**config.mk**
```make
export PLATFORM = sky130hd
export DESIGN_NAME = mavg_period_top
export DESIGN_NICKNAME = d
export VERILOG_FILES = /design/src/rtl/mavg_pkg.sv /design/src/rtl/mavg_rst_sync.sv /design/src/rtl/mavg_tap_line.sv /design/src/rtl/mavg_accum.sv /design/src/rtl/mavg_scale.sv /design/src/rtl/mavg_period_top.sv
export SDC_FILE = /design/constraint.sdc
export NUM_CORES = 1
export LEC_CHECK = 0
export ABC_CLOCK_PERIOD_IN_PS = 7380
export BUFFER_PORTS_ARGS = -buffer_cell sky130_fd_sc_hd__buf_2
export CAP_MARGIN = 20
export CORE_ASPECT_RATIO = 1.2
export CORE_MARGIN = 3
export CORE_UTILIZATION = 35
export DETAILED_ROUTE_END_ITERATION = 10
export HOLD_SLACK_MARGIN = 0.1
export PLACE_DENSITY = 0.55
export SETUP_SLACK_MARGIN = 0.1
export SYNTH_ARGS = -nofsm -noshare
export SYNTH_HDL_FRONTEND = slang
export SYNTH_HIERARCHICAL = 1
export SYNTH_SLANG_ARGS = --single-unit
```
**constraint.sdc**
```tcl
create_clock -name clk -period 7.38 [get_ports clk]
set_input_delay 0.369 -clock clk [delete_from_list [all_inputs] [get_ports clk]]
set_output_delay 0.369 -clock clk [all_outputs]
set_load 0.02 [all_outputs]
```
**src/rtl/mavg_pkg.sv**
```systemverilog
package mavg_pkg;

  localparam int unsigned MAVG_DATA_W = 16;
  localparam int unsigned MAVG_WIN    = 10;

  // Reciprocal ceil(2^shift / win), used for an exact floor division.
  function automatic longint unsigned mavg_recip(input int unsigned shift,
                                                 input int unsigned win);
    return ((64'd1 << shift) + longint'(win) - 64'd1) / longint'(win);
  endfunction

endpackage

```
**src/rtl/mavg_rst_sync.sv**
```systemverilog
module mavg_rst_sync (
  input  logic clk,
  input  logic arst_n,
  output logic rst_n_o
);

  logic [1:0] stage_q;

  always_ff @(posedge clk or negedge arst_n) begin
    if (!arst_n) stage_q <= '0;
    else         stage_q <= {stage_q[0], 1'b1};
  end

  assign rst_n_o = stage_q[1];

endmodule

```
**src/rtl/mavg_tap_line.sv**
```systemverilog
module mavg_tap_line #(
  parameter int unsigned DATA_W = 16,
  parameter int unsigned DEPTH  = 10
) (
  input  logic                     clk,
  input  logic                     rst_n,
  input  logic                     shift_en,
  input  logic signed [DATA_W-1:0] din,
  output logic signed [DATA_W-1:0] oldest
);

  logic signed [DATA_W-1:0] tap_q [DEPTH];
  logic signed [DATA_W-1:0] tap_d [DEPTH];

  always_comb begin
    tap_d = tap_q;
    if (shift_en) begin
      tap_d[0] = din;
      for (int i = 1; i < DEPTH; i++) tap_d[i] = tap_q[i-1];
    end
  end

  always_ff @(posedge clk or negedge rst_n) begin
    if (!rst_n) begin
      for (int i = 0; i < DEPTH; i++) tap_q[i] <= '0;
    end else begin
      tap_q <= tap_d;
    end
  end

  // Sample that drops out of the window when the next one enters.
  assign oldest = tap_q[DEPTH-1];

endmodule

```
**src/rtl/mavg_accum.sv**
```systemverilog
module mavg_accum #(
  parameter int unsigned DATA_W = 16,
  parameter int unsigned WIN    = 10,
  parameter int unsigned SUM_W  = DATA_W + $clog2(WIN),
  parameter int unsigned CNT_W  = $clog2(WIN + 1)
) (
  input  logic                     clk,
  input  logic                     rst_n,
  input  logic                     add_en,
  input  logic signed [DATA_W-1:0] new_smp,
  input  logic signed [DATA_W-1:0] old_smp,
  output logic signed [SUM_W-1:0]  sum_q,
  output logic [CNT_W-1:0]         cnt_q,
  output logic                     full
);

  localparam int unsigned EXT_W = SUM_W - DATA_W;

  logic signed [SUM_W-1:0] new_ext, old_ext, sum_d;
  logic [CNT_W-1:0]        cnt_d;

  assign new_ext = {{EXT_W{new_smp[DATA_W-1]}}, new_smp};
  assign old_ext = {{EXT_W{old_smp[DATA_W-1]}}, old_smp};
  assign full    = (cnt_q == CNT_W'(WIN));

  // sum and fill count move only on an accepted sample.
  always_comb begin
    sum_d = sum_q;
    cnt_d = cnt_q;
    if (add_en) begin
      sum_d = sum_q + new_ext - old_ext;
      if (!full) cnt_d = cnt_q + CNT_W'(1);
    end
  end

  always_ff @(posedge clk or negedge rst_n) begin
    if (!rst_n) begin
      sum_q <= '0;
      cnt_q <= '0;
    end else begin
      sum_q <= sum_d;
      cnt_q <= cnt_d;
    end
  end

endmodule

```
**src/rtl/mavg_scale.sv**
```systemverilog
module mavg_scale
  import mavg_pkg::*;
#(
  parameter int unsigned DATA_W = 16,
  parameter int unsigned WIN    = 10,
  parameter int unsigned SUM_W  = DATA_W + $clog2(WIN)
) (
  input  logic signed [SUM_W-1:0]  sum_i,
  output logic signed [DATA_W-1:0] avg_o
);

  // Bias the sum to a non-negative value, divide exactly, then remove the bias.
  localparam int unsigned LOG_W = $clog2(WIN);
  localparam int unsigned M_W   = SUM_W + 1;
  localparam int unsigned SHIFT = M_W + LOG_W;
  localparam int unsigned RCP_W = M_W + 2;
  localparam int unsigned PRD_W = M_W + RCP_W;

  localparam longint unsigned RCP_L  = mavg_recip(SHIFT, WIN);
  localparam longint unsigned BIAS_L = longint'(WIN) * (64'd1 << (DATA_W - 1))
                                       + longint'(WIN / 2);

  localparam logic [RCP_W-1:0] RCP  = RCP_W'(RCP_L);
  localparam logic [M_W-1:0]   BIAS = M_W'(BIAS_L);

  logic [M_W-1:0]    biased;
  logic [PRD_W-1:0]  prod;
  logic [DATA_W-1:0] quo;

  assign biased = {sum_i[SUM_W-1], sum_i} + BIAS;
  assign prod   = PRD_W'(biased) * PRD_W'(RCP);
  assign quo    = DATA_W'(prod >> SHIFT);

  // Quotient carries an offset of 2^(DATA_W-1): flipping the MSB removes it.
  assign avg_o  = {~quo[DATA_W-1], quo[DATA_W-2:0]};

endmodule

```
**src/rtl/mavg_period_top.sv**
```systemverilog
module mavg_period_top
  import mavg_pkg::*;
#(
  parameter int unsigned DATA_W = MAVG_DATA_W,
  parameter int unsigned WIN    = MAVG_WIN
) (
  input  logic                     clk,
  input  logic                     rst_n,
  input  logic                     smp_vld_i,
  input  logic signed [DATA_W-1:0] smp_data_i,
  input  logic                     sync_i,
  output logic                     avg_vld_o,
  output logic signed [DATA_W-1:0] avg_data_o
);

  localparam int unsigned SUM_W = DATA_W + $clog2(WIN);
  localparam int unsigned CNT_W = $clog2(WIN + 1);

  logic                     rst_sync_n;
  logic signed [DATA_W-1:0] oldest_smp;
  logic signed [SUM_W-1:0]  run_sum;
  logic [CNT_W-1:0]         fill_cnt;
  logic                     win_full;
  logic signed [DATA_W-1:0] scaled;
  logic                     out_en;
  logic                     vld_d;
  logic signed [DATA_W-1:0] avg_d;

  mavg_rst_sync u_rst (
    .clk     (clk),
    .arst_n  (rst_n),
    .rst_n_o (rst_sync_n)
  );

  mavg_tap_line #(.DATA_W(DATA_W), .DEPTH(WIN)) u_taps (
    .clk      (clk),
    .rst_n    (rst_sync_n),
    .shift_en (smp_vld_i),
    .din      (smp_data_i),
    .oldest   (oldest_smp)
  );

  mavg_accum #(.DATA_W(DATA_W), .WIN(WIN), .SUM_W(SUM_W), .CNT_W(CNT_W)) u_acc (
    .clk     (clk),
    .rst_n   (rst_sync_n),
    .add_en  (smp_vld_i),
    .new_smp (smp_data_i),
    .old_smp (oldest_smp),
    .sum_q   (run_sum),
    .cnt_q   (fill_cnt),
    .full    (win_full)
  );

  mavg_scale #(.DATA_W(DATA_W), .WIN(WIN), .SUM_W(SUM_W)) u_scale (
    .sum_i (run_sum),
    .avg_o (scaled)
  );

  // release on the trigger only once the window holds WIN samples.
  assign out_en = sync_i & win_full;

  // the output register loads only on a release.
  always_comb begin
    vld_d = out_en;
    avg_d = out_en ? scaled : avg_data_o;
  end

  always_ff @(posedge clk or negedge rst_sync_n) begin
    if (!rst_sync_n) begin
      avg_vld_o  <= 1'b0;
      avg_data_o <= '0;
    end else begin
      avg_vld_o  <= vld_d;
      avg_data_o <= avg_d;
    end
  end

endmodule

```
==> Implementation_results.wiki <==
{| class="wikitable"
! Metric !! Value
|-
| Worst hold endpoint || u_taps/tap_q[145]
|-
| Core Footprint || 0.0486 mm^2
|-
| Overflow left after global routing || 0
|-
| Setup Skew || 16.7 ps
|-
| Met1 capacity usage during global routing || 0.175
|-
| Global routing usage on met3 || 0.0152
|-
| First-pass iteration count of the detailed router || 4
|-
| Number of instances on the worst hold path || 2
|-
| Number of placement rows || 88
|-
| Critical path fanouts, max || 9
|-
| Cell taking the most area after synthesis || sky130_fd_sc_hd__dfrtp_1
|-
| Area occupied by multi-input gates || 0.0108 mm^2
|-
| Required time reported for the critical path endpoint || 7780 ps
|-
| Via density per instance || 4.72
|-
| Clock transition time at the flip-flop clock pins of the worst setup and hold paths || 60 ps
|-
| Dpl hpwl || 29300 um
|-
| Final-report setup violation count || 0
|-
| Antenna violation net count after detailed routing || 0
|-
| Number of I/O port buffers || 36
|-
| R2R Setup Slk || 430 ps
|-
| Beginning of the worst register-to-register path || u_acc/sum_q[0]
|-
| Antenna violations before repair || 0
|-
| Number of enable-type register cells in the synthesized netlist || 0
|-
| Standard cell with the maximum stage delay on the critical path || sky130_fd_sc_hd__fa_1
|-
| Number of instances in the synthesized netlist || 1528
|-
| Fraction of post-synthesis cell area in the top cell type by area || 0.293
|-
| Final-report max-slew violation count || 0
|-
| Sum Neg Setup Slack || 0 ps
|-
| Via count of the first global-routing pass || 11400
|-
| Fill cell instance count of the final layout || 4700
|-
| Layout area overhead || 11.2%
|-
| Critical register-to-register path endpoint || avg_data_o[12]
|-
| Outcome || finished clean
|-
| Async set-or-reset flop fraction in the synthesized netlist || 1.00
|-
| Number of clock sinks || 203
|-
| Reg area || 0.00509 mm^2
|-
| Global-route usage over all layers || 0.139
|-
| Setup CP Type || flip-flop to flip-flop
|-
| Max-slew headroom at the worst pin || 0.341
|-
| Number of buffers created by CTS || 24
|-
| Setup repair after global routing missed its margin || no
|-
| Fin nets || 1988
|-
| Routability congestion estimate || 0.890
|-
| Path type of the worst min-delay path || input pin to flip-flop
|-
| Critical path launch point type || flip-flop
|-
| Worst path arrival time || 7360 ps
|-
| Mean routed wirelength per cell || 15.9 um
|-
| Synth top area cells || sky130_fd_sc_hd__dfrtp_1 (29%), sky130_fd_sc_hd__fa_1 (18%), sky130_fd_sc_hd__ha_1 (16%)
|-
| Post-route fraction of the period consumed by the critical path || 0.942
|-
| Seq cells post-synth || 203
|-
| Distinct cells, synth || 84
|-
| Routed vias || 10600
|-
| Length in cells of the worst reg-to-reg path || 28
|-
| Number of warnings reported in the yosys synthesis log || 6
|-
| Number of I/O pins || 37
|-
| Clock buffer depth || 3
|-
| Top_reg_cell synth || sky130_fd_sc_hd__dfrtp_1
|-
| Pin count of the biggest net entering global routing || 84
|-
| Sequential fraction of the synthesis area || 0.293
|-
| Max-cap violations || 0
|-
| Total routed wirelength || 35600 um
|-
| Final Hold Fails || 0
|-
| Antenna diode count || 0
|-
| Effective utilization at floorplan || 0.357
|-
| Root cell of the clock tree || sky130_fd_sc_hd__clkbuf_16
|-
| H-tree levels || 1
|-
| Die height || 250 um
|-
| Slew at the pin with the worst max-slew slack || 988 ps
|-
| Insertion delay to the later sink of the worst-skew pair || 530 ps
|-
| DIE WIDTH || 209 um
|-
| Minimum clock period || 6950 ps
|-
| Die footprint || 0.0522 mm^2
|-
| Busiest grt layer || met2
|-
| Kind of end point of the critical path || flip-flop
|-
| Number of design-rule violations left by the first detailed-router iteration || 301
|-
| Net Count, Synth || 1921
|-
| TritonCTS clock tree || yes
|-
| Post-Syn Area per Cell || 11.3 um^2
|-
| Worst setup slack after layout || 427 ps
|-
| Maximum achievable frequency || 144 MHz
|-
| Pre-CTS setup slack || 164 ps
|-
| Maximum single-stage delay on the critical path || 550 ps
|-
| Post-synth design cell area || 0.0173 mm^2
|-
| Startpoint of the worst hold path || smp_data_i[1]
|-
| Remaining design rule violation count || 0
|-
| Global-route wire length before repair || 59100 um
|-
| Share of post-route cells with drive strength above 1 || 0.212
|-
| Global routing met2 resource utilization || 0.251
|}
## cell families after synthesis
family,after synthesis,share of synthesized area
AO/OA/AOI/OAI,153,0.0655
other,1,0.000216
flip-flops,203,0.293
adder cells (fa/ha/maj),373,0.337
XOR/XNOR,81,0.0418
multiplexers,184,0.121
buffers and inverters,354,0.0868
AND/OR/NAND/NOR,179,0.0543
## layout by cell type (no fill, tap or decap), drive strengths merged, types with 14 or more instances in the layout
master / Yosys / layout
ha: 216 / 216
xnor2: 51 / 51
o21ai: 26 / 26
nor2: 29 / 29
mux2: 176 / 176
clkbuf: 6 / 32
nand2: 61 / 61
dfrtp: 203 / 203
a21o: 15 / 15
buf: 40 / 79
a21oi: 48 / 48
nand3: 17 / 17
fa: 157 / 157
nor3: 14 / 14
inv: 308 / 310
nand4: 15 / 15
xor2: 30 / 30
## sequential cells by signal, summed over array words and instances (netlist names)
register	cells
u_taps/tap_q	144
u_acc/sum_q	20
u_taps/oldest	16
avg_vld_o	1
u_acc/cnt_q	4
u_rst/stage_q	2
avg_data_o	16
## routing by layer
metal,up-vias,part of all wire
met2,124,0.52
met4,0,0.023
met1,5274,0.43
li1,5141,-
met5,-,0
met3,40,0.026
## Yosys cell counts (4+ instances only)
master                     number
sky130_fd_sc_hd__a21oi_1       42
sky130_fd_sc_hd__and2_1         6
sky130_fd_sc_hd__o31a_1         4
sky130_fd_sc_hd__mux2i_1        8
sky130_fd_sc_hd__nor2_1        25
sky130_fd_sc_hd__o21ai_0       20
sky130_fd_sc_hd__fa_1         157
sky130_fd_sc_hd__xnor2_1       50
sky130_fd_sc_hd__buf_6         11
sky130_fd_sc_hd__mux2_2       157
sky130_fd_sc_hd__dfrtp_1      203
sky130_fd_sc_hd__o31ai_1        5
sky130_fd_sc_hd__mux2_1        10
sky130_fd_sc_hd__nor2b_1        4
sky130_fd_sc_hd__mux2_4         9
sky130_fd_sc_hd__a31oi_1        4
sky130_fd_sc_hd__nand4_1       13
sky130_fd_sc_hd__or2_2          4
sky130_fd_sc_hd__o21ai_1        4
sky130_fd_sc_hd__ha_1         216
sky130_fd_sc_hd__buf_2         10
sky130_fd_sc_hd__xor2_1        29
sky130_fd_sc_hd__and3_1         6
sky130_fd_sc_hd__a21o_1        14
sky130_fd_sc_hd__nor3_1        14
sky130_fd_sc_hd__inv_1        307
sky130_fd_sc_hd__nand2_1       59
sky130_fd_sc_hd__buf_4         17
sky130_fd_sc_hd__o21a_1        11
sky130_fd_sc_hd__o211ai_1       5
sky130_fd_sc_hd__nand3_1       17
sky130_fd_sc_hd__clkbuf_1       6
sky130_fd_sc_hd__and4_1         5
sky130_fd_sc_hd__a21oi_2        4
## per-stage QoR
step | hold slack (ps) | utilization | cells | instance area, um^2
CTS | 104 | 0.393 | 2237 | 19100
finish | 118 | 0.397 | 2243 | 19300
global placement | 153 | 0.376 | 2185 | 18200
global route | 114 | 0.397 | 2243 | 19300
floorplan | 73.4 | - | 1528 | 17300
detailed placement | 164 | 0.376 | 2185 | 18200
## final cells by class
class / count / share of cell area
Multi-Input combinational cell: 971 / 0.562
Tap cell: 630 / 0.0409
Timing Repair Buffer: 87 / 0.0323
Inverter: 308 / 0.0600
Sequential cell: 203 / 0.264
Clock buffer: 32 / 0.0338
Clock inverter: 12 / 0.00714
## how the worst max path moves through the flow
stage	end	from	slack (ps)	depth (start not counted)
2_1_floorplan	avg_data_o[8]	u_acc/sum_q[0]	720	25
3_3_place_gp	avg_data_o[8]	u_acc/sum_q[0]	240	27
3_5_place_dp	avg_data_o[11]	u_acc/sum_q[0]	160	27
4_1_cts	avg_data_o[11]	u_acc/sum_q[0]	130	26
5_1_grt	avg_data_o[7]	u_acc/sum_q[11]	100	27
6_report	avg_data_o[12]	u_acc/sum_q[0]	430	28
## critical path, delay by kind of cell (launching register included)
kind | cells | cell delay, ps
compound gates | 5 | 1050
xor+xnor | 3 | 430
fa+ha+maj | 9 | 3620
buf+inv | 5 | 370
flops | 1 | 400
mux | 1 | 260
simple gates | 5 | 700
## timing repair
item	CTS	global route
resized for setup	0	21
hold endpoints to repair	9	0
hold buffers	8	0
buffers inserted	0	5
endpoints found under the setup margin	0	15
Power is left out: the tool's default activity adds up to more than one toggle a clock period on the data nets, which glitch-free logic cannot reach.
